**src/rtl/mrh_pkg.sv**
```systemverilog
package mrh_pkg;

    // Action owed to the host after a received byte
    typedef enum logic [1:0] {
        ACT_NONE   = 2'd0,
        ACT_ASK    = 2'd1,
        ACT_FAULT  = 2'd2,
        ACT_REPLAY = 2'd3
    } act_e;

endpackage

```
**src/rtl/mrh_err_track.sv**
```systemverilog
module mrh_err_track
    import mrh_pkg::*;
#(
    parameter int          DW         = 8,
    parameter int          RUN_LIMIT  = 2,
    parameter logic [DW-1:0] CODE_ASK = 8'hFE
) (
    input  logic          clk,
    input  logic          rst_n,
    input  logic          rx_valid_i,
    input  logic [DW-1:0] rx_byte_i,
    input  logic          rx_par_err_i,
    input  logic          rx_cmd_ok_i,
    input  logic          take_i,
    output logic          pend_o,
    output act_e          act_o,
    output logic          clr_o
);

    localparam int RW = $clog2(RUN_LIMIT + 1);

    typedef struct packed {
        logic [RW-1:0] run;
        logic          pend;
        act_e          act;
        logic          clr;
    } trk_t;

    trk_t s_d, s_q;
    logic is_resend, is_bad;

    always_comb begin
        is_resend = (rx_byte_i == CODE_ASK) && !rx_par_err_i;
        is_bad    = rx_par_err_i || (!rx_cmd_ok_i && !is_resend);
        s_d       = s_q;
        s_d.clr   = 1'b0;
        if (take_i) begin
            s_d.pend = 1'b0;
        end
        if (rx_valid_i) begin
            if (is_bad) begin
                s_d.pend = 1'b1;
                if (s_q.run == RW'(RUN_LIMIT - 1)) begin
                    s_d.act = ACT_FAULT;
                    s_d.run = '0;
                end else begin
                    s_d.act = ACT_ASK;
                    s_d.run = s_q.run + RW'(1);
                end
            end else begin
                s_d.run = '0;
                if (is_resend) begin
                    s_d.pend = 1'b1;
                    s_d.act  = ACT_REPLAY;
                end else begin
                    s_d.clr = 1'b1;
                end
            end
        end
    end

    always_ff @(posedge clk) begin
        if (!rst_n) begin
            s_q <= '{run: '0, pend: 1'b0, act: ACT_NONE, clr: 1'b0};
        end else begin
            s_q <= s_d;
        end
    end

    assign pend_o = s_q.pend;
    assign act_o  = s_q.act;
    assign clr_o  = s_q.clr;


    clr_cause_chk: assert property (@(posedge clk) disable iff (!rst_n)
        clr_o |-> $past(rx_valid_i && !rx_par_err_i && rx_cmd_ok_i && (rx_byte_i != CODE_ASK)));


    resend_no_clr_chk: assert property (@(posedge clk) disable iff (!rst_n)
        (rx_valid_i && !rx_par_err_i && (rx_byte_i == CODE_ASK)) |=> !clr_o);


    bad_answered_chk: assert property (@(posedge clk) disable iff (!rst_n)
        (rx_valid_i && rx_par_err_i) |=> (pend_o && (act_o != ACT_REPLAY)));


    run_bound_chk: assert property (@(posedge clk) disable iff (!rst_n)
        s_q.run < RW'(RUN_LIMIT));

endmodule

```
**src/rtl/mrh_last_unit.sv**
```systemverilog
module mrh_last_unit #(
    parameter int DW      = 8,
    parameter int MAX_LEN = 3,
    parameter int LW      = 2
) (
    input  logic                          clk,
    input  logic                          rst_n,
    input  logic                          we_i,
    input  logic [LW-1:0]                 wlen_i,
    input  logic [MAX_LEN-1:0][DW-1:0]    wdata_i,
    output logic [LW-1:0]                 len_o,
    output logic [MAX_LEN-1:0][DW-1:0]    data_o
);

    typedef struct packed {
        logic [LW-1:0]              len;
        logic [MAX_LEN-1:0][DW-1:0] data;
    } unit_t;

    unit_t u_d, u_q;

    always_comb begin
        u_d = u_q;
        if (we_i) begin
            u_d.len  = wlen_i;
            u_d.data = wdata_i;
        end
    end

    always_ff @(posedge clk) begin
        if (!rst_n) begin
            u_q <= '0;
        end else begin
            u_q <= u_d;
        end
    end

    assign len_o  = u_q.len;
    assign data_o = u_q.data;


    store_hold_chk: assert property (@(posedge clk) disable iff (!rst_n)
        !we_i |=> ($stable(len_o) && $stable(data_o)));

endmodule

```
**src/rtl/mrh_tx_seq.sv**
```systemverilog
module mrh_tx_seq
    import mrh_pkg::*;
#(
    parameter int            DW         = 8,
    parameter int            MAX_LEN    = 3,
    parameter int            LW         = 2,
    parameter logic [DW-1:0] CODE_ASK   = 8'hFE,
    parameter logic [DW-1:0] CODE_FAULT = 8'hFC
) (
    input  logic                       clk,
    input  logic                       rst_n,
    input  logic                       pend_i,
    input  act_e                       act_i,
    output logic                       take_o,
    input  logic                       rx_valid_i,
    input  logic                       app_valid_i,
    input  logic [LW-1:0]              app_len_i,
    input  logic [MAX_LEN-1:0][DW-1:0] app_data_i,
    output logic                       app_ready_o,
    input  logic [LW-1:0]              st_len_i,
    input  logic [MAX_LEN-1:0][DW-1:0] st_data_i,
    output logic                       st_we_o,
    output logic [LW-1:0]              st_wlen_o,
    output logic [MAX_LEN-1:0][DW-1:0] st_wdata_o,
    output logic                       tx_valid_o,
    output logic [DW-1:0]              tx_byte_o,
    input  logic                       tx_ack_i,
    input  logic                       tx_abort_i,
    output logic                       busy_o
);

    typedef struct packed {
        logic                       busy;
        logic                       keep;
        logic [LW-1:0]              idx;
        logic [LW-1:0]              len;
        logic [MAX_LEN-1:0][DW-1:0] bytes;
    } seq_t;

    seq_t s_d, s_q;
    logic sent_ok;

    always_comb begin
        s_d         = s_q;
        take_o      = !s_q.busy && pend_i;
        app_ready_o = !s_q.busy && !pend_i && !rx_valid_i;
        sent_ok     = tx_ack_i && !tx_abort_i;
        st_we_o     = 1'b0;
        if (s_q.busy) begin
            if (sent_ok) begin
                if (s_q.idx == s_q.len - LW'(1)) begin
                    s_d.busy = 1'b0;
                    st_we_o  = s_q.keep;
                end else begin
                    s_d.idx = s_q.idx + LW'(1);
                end
            end
        end else if (take_o) begin
            s_d.idx  = '0;
            s_d.keep = 1'b0;
            case (act_i)
                ACT_REPLAY: begin
                    s_d.bytes = st_data_i;
                    s_d.len   = st_len_i;
                    s_d.busy  = (st_len_i != '0);
                end
                ACT_FAULT: begin
                    s_d.bytes    = '0;
                    s_d.bytes[0] = CODE_FAULT;
                    s_d.len      = LW'(1);
                    s_d.busy     = 1'b1;
                end
                default: begin
                    s_d.bytes    = '0;
                    s_d.bytes[0] = CODE_ASK;
                    s_d.len      = LW'(1);
                    s_d.busy     = 1'b1;
                end
            endcase
        end else if (app_valid_i && app_ready_o) begin
            s_d.idx   = '0;
            s_d.keep  = 1'b1;
            s_d.bytes = app_data_i;
            s_d.len   = app_len_i;
            s_d.busy  = (app_len_i != '0);
        end
    end

    always_ff @(posedge clk) begin
        if (!rst_n) begin
            s_q <= '0;
        end else begin
            s_q <= s_d;
        end
    end

    assign tx_valid_o = s_q.busy;
    assign tx_byte_o  = s_q.bytes[s_q.idx];
    assign st_wlen_o  = s_q.len;
    assign st_wdata_o = s_q.bytes;
    assign busy_o     = s_q.busy;


    byte_hold_chk: assert property (@(posedge clk) disable iff (!rst_n)
        (tx_valid_o && !tx_ack_i) |=> (tx_valid_o && $stable(tx_byte_o)));


    first_byte_chk: assert property (@(posedge clk) disable iff (!rst_n)
        (app_valid_i && app_ready_o && (app_len_i != '0)) |=>
            (tx_valid_o && (tx_byte_o == $past(app_data_i[0]))));


    answer_first_chk: assert property (@(posedge clk) disable iff (!rst_n)
        (rx_valid_i && app_valid_i) |-> !app_ready_o);


    abort_hold_chk: assert property (@(posedge clk) disable iff (!rst_n)
        (tx_valid_o && tx_abort_i) |=> (tx_valid_o && $stable(tx_byte_o)));

endmodule

```
**src/rtl/mrh_top.sv**
```systemverilog
module mrh_top
    import mrh_pkg::*;
#(
    parameter int            DW         = 8,
    parameter int            MAX_LEN    = 3,
    parameter int            RUN_LIMIT  = 2,
    parameter int            RESP_MAX   = 4,
    parameter logic [DW-1:0] CODE_ASK   = 8'hFE,
    parameter logic [DW-1:0] CODE_FAULT = 8'hFC,
    localparam int           LW         = $clog2(MAX_LEN + 1)
) (
    input  logic                  clk,
    input  logic                  rst_n,
    input  logic                  rx_valid,
    input  logic [DW-1:0]         rx_byte,
    input  logic                  rx_par_err,
    input  logic                  rx_cmd_ok,
    input  logic                  app_valid,
    input  logic [LW-1:0]         app_len,
    input  logic [MAX_LEN*DW-1:0] app_data,
    output logic                  app_ready,
    output logic                  tx_valid,
    output logic [DW-1:0]         tx_byte,
    input  logic                  tx_ack,
    input  logic                  tx_abort,
    output logic                  clr_motion
);

    localparam int CW = $clog2(RESP_MAX + 2);

    logic                       pend, take, st_we, busy;
    act_e                       act;
    logic [LW-1:0]              st_len, st_wlen;
    logic [MAX_LEN-1:0][DW-1:0] st_data, st_wdata, app_bytes;

    assign app_bytes = app_data;

    mrh_err_track #(
        .DW(DW), .RUN_LIMIT(RUN_LIMIT), .CODE_ASK(CODE_ASK)
    ) u_trk (
        .clk(clk), .rst_n(rst_n),
        .rx_valid_i(rx_valid), .rx_byte_i(rx_byte),
        .rx_par_err_i(rx_par_err), .rx_cmd_ok_i(rx_cmd_ok),
        .take_i(take), .pend_o(pend), .act_o(act), .clr_o(clr_motion)
    );

    mrh_last_unit #(
        .DW(DW), .MAX_LEN(MAX_LEN), .LW(LW)
    ) u_store (
        .clk(clk), .rst_n(rst_n),
        .we_i(st_we), .wlen_i(st_wlen), .wdata_i(st_wdata),
        .len_o(st_len), .data_o(st_data)
    );

    mrh_tx_seq #(
        .DW(DW), .MAX_LEN(MAX_LEN), .LW(LW),
        .CODE_ASK(CODE_ASK), .CODE_FAULT(CODE_FAULT)
    ) u_seq (
        .clk(clk), .rst_n(rst_n),
        .pend_i(pend), .act_i(act), .take_o(take),
        .rx_valid_i(rx_valid),
        .app_valid_i(app_valid), .app_len_i(app_len),
        .app_data_i(app_bytes), .app_ready_o(app_ready),
        .st_len_i(st_len), .st_data_i(st_data),
        .st_we_o(st_we), .st_wlen_o(st_wlen), .st_wdata_o(st_wdata),
        .tx_valid_o(tx_valid), .tx_byte_o(tx_byte),
        .tx_ack_i(tx_ack), .tx_abort_i(tx_abort), .busy_o(busy)
    );

    // Cycles an owed answer has waited with nothing on the link
    logic [CW-1:0] owe_q;

    always_ff @(posedge clk) begin
        if (!rst_n) begin
            owe_q <= '0;
        end else if (pend && !tx_valid && !busy) begin
            if (owe_q != {CW{1'b1}}) begin
                owe_q <= owe_q + CW'(1);
            end
        end else begin
            owe_q <= '0;
        end
    end


    answer_deadline_chk: assert property (@(posedge clk) disable iff (!rst_n)
        owe_q <= CW'(RESP_MAX));

endmodule

```
**config.mk**
```make
export PLATFORM = sky130hd
export DESIGN_NAME = mrh_top
export DESIGN_NICKNAME = d
export VERILOG_FILES = /design/src/rtl/mrh_pkg.sv /design/src/rtl/mrh_err_track.sv /design/src/rtl/mrh_last_unit.sv /design/src/rtl/mrh_tx_seq.sv /design/src/rtl/mrh_top.sv
export SDC_FILE = /design/constraint.sdc
export NUM_CORES = 1
export LEC_CHECK = 0
export BUFFER_PORTS_ARGS = -buffer_cell sky130_fd_sc_hd__buf_2
export CAP_MARGIN = 10
export CORE_ASPECT_RATIO = 1.2
export CORE_MARGIN = 2
export CORE_UTILIZATION = 50
export CTS_BUF_LIST = sky130_fd_sc_hd__clkbuf_4 sky130_fd_sc_hd__clkbuf_8
export DETAILED_ROUTE_END_ITERATION = 6
export PLACE_DENSITY = 0.75
export SETUP_SLACK_MARGIN = 0.2
export SLEW_MARGIN = 20
export SYNTH_ARGS = -nofsm -noshare
export SYNTH_HDL_FRONTEND = slang
export SYNTH_HIERARCHICAL = 1
export SYNTH_SLANG_ARGS = --single-unit
```
**constraint.sdc**
```tcl
create_clock -name clk -period 1.69 [get_ports clk]
set_input_delay 0.0845 -clock clk [delete_from_list [all_inputs] [get_ports clk]]
set_output_delay 0.0845 -clock clk [all_outputs]
set_load 0.02 [all_outputs]
```
# After elaboration in Yosys (flattened, before gate mapping)
# Index checks and enable logic that the tools add are counted.
# classes
n_addsub,3
magnitude_cmp,1
n_eq_ne,7
muxes,23
bitwise_logic,3
reduce_logical,24
# ops
operator,count
$mux W30,2
$pmux W26 S2,1
$bmux W8 S2,1
$mux W1,10
$mux W2,5
$eq A8 B8 Y1 const B,1
$mux W8,1
$reduce_bool A2 Y1,4
$logic_and A1 B1 Y1,7
$logic_not A1 Y1,7
$mux W5,1
$add A2 B1 Y2 const B,2
$eq A2 B2 Y1 const B,2
$mux W4,1
$ne A2 B2 Y1 const B,2
$reduce_and A2 Y1,2
$lt A2 B3 Y1 const B,1
$mux W3,1
$not A1 Y1,3
$reduce_and A3 Y1,1
$reduce_bool A3 Y1,1
$reduce_or A3 Y1,1
$eq A2 B1 Y1 const B,1
$eq A2 B2 Y1,1
other kinds (2),2
# word_totals
ff_bits,62
inputBits,42
output_inout_bits,11
wordCells,76

# Depth between registers and ports, before layout
# depth
depth_word,7
mapped_depth,9
mapped_depth_nobuf,6

# Modules after synthesis
# The synthesis kept the hierarchy.
# modules_own_cells
module,instances,cells_each,area_each_um2,seq_area_each_um2
mrh_tx_seq,1,184,1690.4,600.6
mrh_last_unit,1,83,1002.2,520.5
mrh_err_track,1,33,324.1,120.1

# Least setup slack after synthesis
# No wires, ideal clock.
# synth_path
kind,reg-to-reg
startpoint,register u_seq/s_q[27] (netlist bit)
endpoint,register u_store.u_q (netlist bit u_store/data_o[0])
arrival_time_ns,1.685
slack_ns,-0.111
path_stages_with_launch,10
path_buffers,3
cell_sequence,dfxtp_1 buf_4 xnor2_1 mux2i_1 and3b_1 and2_1 buf_6 buf_12 mux2i_1 nor2b_1
# synth_via
elab_chain_len,4
# synth_rtl
element,line,rtl
from (decl),mrh_tx_seq.sv:40,"seq_t s_d, s_q;"
from (signal assigned),mrh_tx_seq.sv:91,s_q <= '0;
from (signal assigned),mrh_tx_seq.sv:93,s_q <= s_d;
$eq A2 B2 Y1,mrh_tx_seq.sv:51,if (s_q.idx == s_q.len - LW'(1)) begin
$mux W1,mrh_tx_seq.sv:51,
$mux W1,mrh_tx_seq.sv:50,if (sent_ok) begin
$mux W1,mrh_tx_seq.sv:49,if (s_q.busy) begin
named net st_we,mrh_top.sv:31,"logic pend, take, st_we, busy;"
to (signal assigned),mrh_last_unit.sv:34,u_q <= u_d;
to (decl),mrh_last_unit.sv:20,"unit_t u_d, u_q;"
# The timed path passes the listed nets, and every way through them passes these cells.
# A chain may end at the register's enable or synchronous reset.

# Worst setup path in the final report
# layout_path
startpoint,register u_seq/s_q[27] (netlist bit)
endpoint,register u_store.u_q (netlist bit u_store/data_o[15])
# Same word-level chain as after synthesis.

==> results by group <==
Status
  • Outcome: finished, violations left
  • Violated checks: negative setup slack

STA
  • # setup viols final: 10
  • Clk_skew: ~0.012 ns
  • Tcrit/Tclk final: 102%
  • Final number of hold-violating endpoints: 0
  • Fmax: slightly below 600 MHz
  • Period minus WS final: 1.73 ns
  • Max Slew Vio Count: 0
  • Relative slew margins: around 70%
  • Setup_tns: -0.110 ns
  • Setup slack after layout: -0.0384 ns
  • Hold_ws: 0.0260 ns
  • RSZ-0062 raised after global routing: true
  • Slew @ Worst Pin: 0.452 ns

Run
  • Max cap viols: 0

Global routing
  • Initial antenna violation count: 0
  • Wire length of the first global-routing pass: between 10000 and 15000 um
  • Vias in the first global route: 2200
  • GRT Total Usage: roughly a fifth
  • Gr ovfl total: 0
  • Largest net degree at the start of global routing: 29

Setup path
  • Worst EP arrival: approximately 2.0 ns
  • Critical path buffer and inverter count: 1
  • CP top delay family: simple AND/OR/NAND/NOR gates
  • Crit path capture type: flip-flop
  • Crit path cell chain: xnor2_4 > mux2i_1 > and3b_1 > and2_4 > clkbuf_16 > mux2i_1 > nor2b_1
  • Worst path most repeated cell: mux2i_1
  • Worst path max stage delay: 0.36 ns
  • Startpoint Class: flip-flop
  • WP data required: approximately 1.9 ns
  • WS Path Type: reg2reg
  • Crit Path Max Fanout: 5
  • Slowest-stage cell, CP: dfxtp_4

Logic synthesis
  • Cell variety after synth: 41
  • Synth area leaders: dfxtp_1 (41%), mux2i_1 (13%), nor2b_1 (10%)
  • Mapped cell area: ~0.003 mm^2
  • #FFs+latches synth: between 60 and 70
  • Syn Area/Cell: between 10 and 15 um^2
  • Commonest cells in the netlist: dfxtp_1 (62), nor2b_1 (49), mux2i_1 (38)
  • Most common flop cell mapped by yosys: dfxtp_1
  • Post-synth top area cell: dfxtp_1
  • Synth warn: 6
  • Synth top area share: roughly two fifths
  • Syn Nets: 342
  • Synthesized netlist cell count: 300
  • EDFF count, synth: 0
  • Async set or reset register ratio after synthesis: 0%
  • Sequential share of the synthesized area: between 40% and 50%
  • Count leader, synth: dfxtp_1

Layout
  • Ant diodes: 0
  • Layout area overhead: 21.1%
  • Final non-filler cell total: around 420
  • Filler cells: 480
  • Nets: 380
  • Layout cells sized above 1: a little under a third

CTS
  • CTS buffer count: 9
  • H-tree Lvls: 3
  • CTS sink cnt: 62
  • Clk_lat worst skew: 0.34 ns
  • CTS tree: done
  • Root buffer cell: clkbuf_8
  • CTS max path bufs: 2
  • Worst-path clk slew: 0.07 ns

Placement
  • Hpwl dp: 4260 um
  • GP Congestion: between 0.7 and 0.8
  • Dpl cells: 398
  • Buffers on Ports: 52

Drt
  • DR iter-0 viols: 264
  • Total number of vias: approximately 2300
  • Vias per cell: between 5 and 6
  • Final WL: slightly below 7000 um
  • DRC Markers: 0
  • TritonRoute pass-1 iters: 6
  • Routed Antenna Nets: 0
  • Wire length per cell: about 16 um

Power and ir drop
  • Maximum vdd drop: roughly 0.6 mV
  • Lkg Pwr: around 0.0014 uW
  • Pwr Density: between 900 and 1000 mW/mm^2

Floorplan
  • Initial Utilization: around 51%
  • Die area: approximately 0.0067 mm^2
  • Num rows: 31
  • Die width: 74.9 um
  • Core ar.: 0.00593 mm^2
  • Number of top-level pins: between 50 and 60
  • Die Span Y: between 80 and 90 um

Worst hold path
  • Hold Crit Class: in2reg
report_power, final:
| group | switching [uW] | internal, uW |
|---|---|---|
| registers | 55.6 | 1510 |
| clock network | 563 | 1090 |
| logic | 203 | 206 |
layer usage:
layer | routed length [um] | vias up | global-route usage, %
met3 | 390 | 8 | 3.83
met4 | 97 | 0 | 9.42
li1 | - | 1132 | -
met5 | 0 | - | 0
met2 | 3550 | 85 | 33.9
met1 | 2920 | 1083 | 27.2
final timing paths:
check	from	to	slack [ns]	cells past startpoint
worst min register to register	u_trk/s_q[5]$_SDFFE_PN0P_	u_trk/s_q[5]$_SDFFE_PN0P_	0.47	1
worst max register to register	u_seq/s_q[27]$_SDFFE_PN0P_	u_store/data_o[15]$_SDFFE_PN0P_	-0.04	7
worst max-delay path	u_seq/s_q[27]$_SDFFE_PN0P_	u_store/data_o[15]$_SDFFE_PN0P_	-0.04	7
worst min-delay path	app_data[1]	u_seq/st_wdata_o[1]$_SDFFE_PN0P_	0.03	3
registers in the layout, summed over array words and instances, names as in the netlist:
name and cells:
u_seq/st_wdata_o 24, u_seq/st_wlen_o 2, u_trk/clr_o 1, u_seq/s_q 3, u_trk/pend_o 1, u_store/data_o 24
u_store/len_o 2, u_seq/busy_o 1, u_trk/s_q 2, u_trk/act_o 2
cells by family (layout without fill, tap and decap cells):
logic type	count (synthesis)	in the layout	synth area share [%]
DFF	62	62	41.1
buffers and inverters	49	91	11.7
AOI/OAI and AO/OA	60	60	15.8
muxes	39	39	13.0
and+or+nand+nor	89	89	18.1
xor gates and xnor gates	1	1	0.290
worst register-to-register path: cells and delay by family, from the launching register on:
kind | cells | cell delay (ns)
simple gates | 3 | 0.48
mux | 2 | 0.42
flops | 1 | 0.36
xor+xnor | 1 | 0.18
buf+inv | 1 | 0.18
layout make-up:
| type | instances | area [um^2] | area share, % |
|---|---|---|---|
| clock buffers | 12 | 165 | 4.52 |
| clock inverters | 3 | 90.1 | 2.47 |
| inverters | 2 | 7.51 | 0.205 |
| multi-input cells | 189 | 1480 | 40.4 |
| flip-flops and latches | 62 | 1250 | 34.3 |
| well taps | 82 | 103 | 2.81 |
| repair buffers | 74 | 558 | 15.3 |
metrics by stage:
step | setup WS [ns] | utilization [%] | instance area [um^2] | power [uW]
floorplan | -0.0384 | - | 3030 | 1860
global placement | 0.0777 | 53.3 | 3160 | 1960
detailed placement | 0.00314 | 53.3 | 3160 | 1970
CTS | 0.0341 | 58.8 | 3490 | 3620
global route | -0.103 | 61.6 | 3650 | 3770
finish | -0.0384 | 61.6 | 3650 | 3630
what timing repair did:
item	in CTS	in global routing
hold buffers	1	0
gates resized for setup	12	24
setup endpoints to repair	52	51
hold endpoints to repair	1	0
pin swaps	1	4
gates cloned	1	1
setup buffers	1	7
cell usage in the layout (no fill, tap or decap), types with 3 or more instances in the layout:
| cell type | synthesis | routed |
|---|---|---|
| dfxtp_1 | 62 | 57 |
| nor2b_1 | 49 | 49 |
| a22oi_1 | 7 | 7 |
| o21ai_0 | 8 | 8 |
| a222oi_1 | 18 | 18 |
| a21boi_0 | 7 | 7 |
| mux2i_1 | 38 | 36 |
| buf_12 | 2 | 4 |
| dfxtp_4 | 0 | 3 |
| buf_6 | 3 | 4 |
| bufinv_16 | 0 | 3 |
| a21boi_1 | 3 | 3 |
| buf_2 | 2 | 44 |
| nand2_1 | 17 | 17 |
| o22ai_1 | 8 | 6 |
| buf_4 | 30 | 18 |
| nand2b_1 | 5 | 5 |
| clkbuf_8 | 0 | 12 |
No activity file was read; power rests on OpenSTA's default activity.
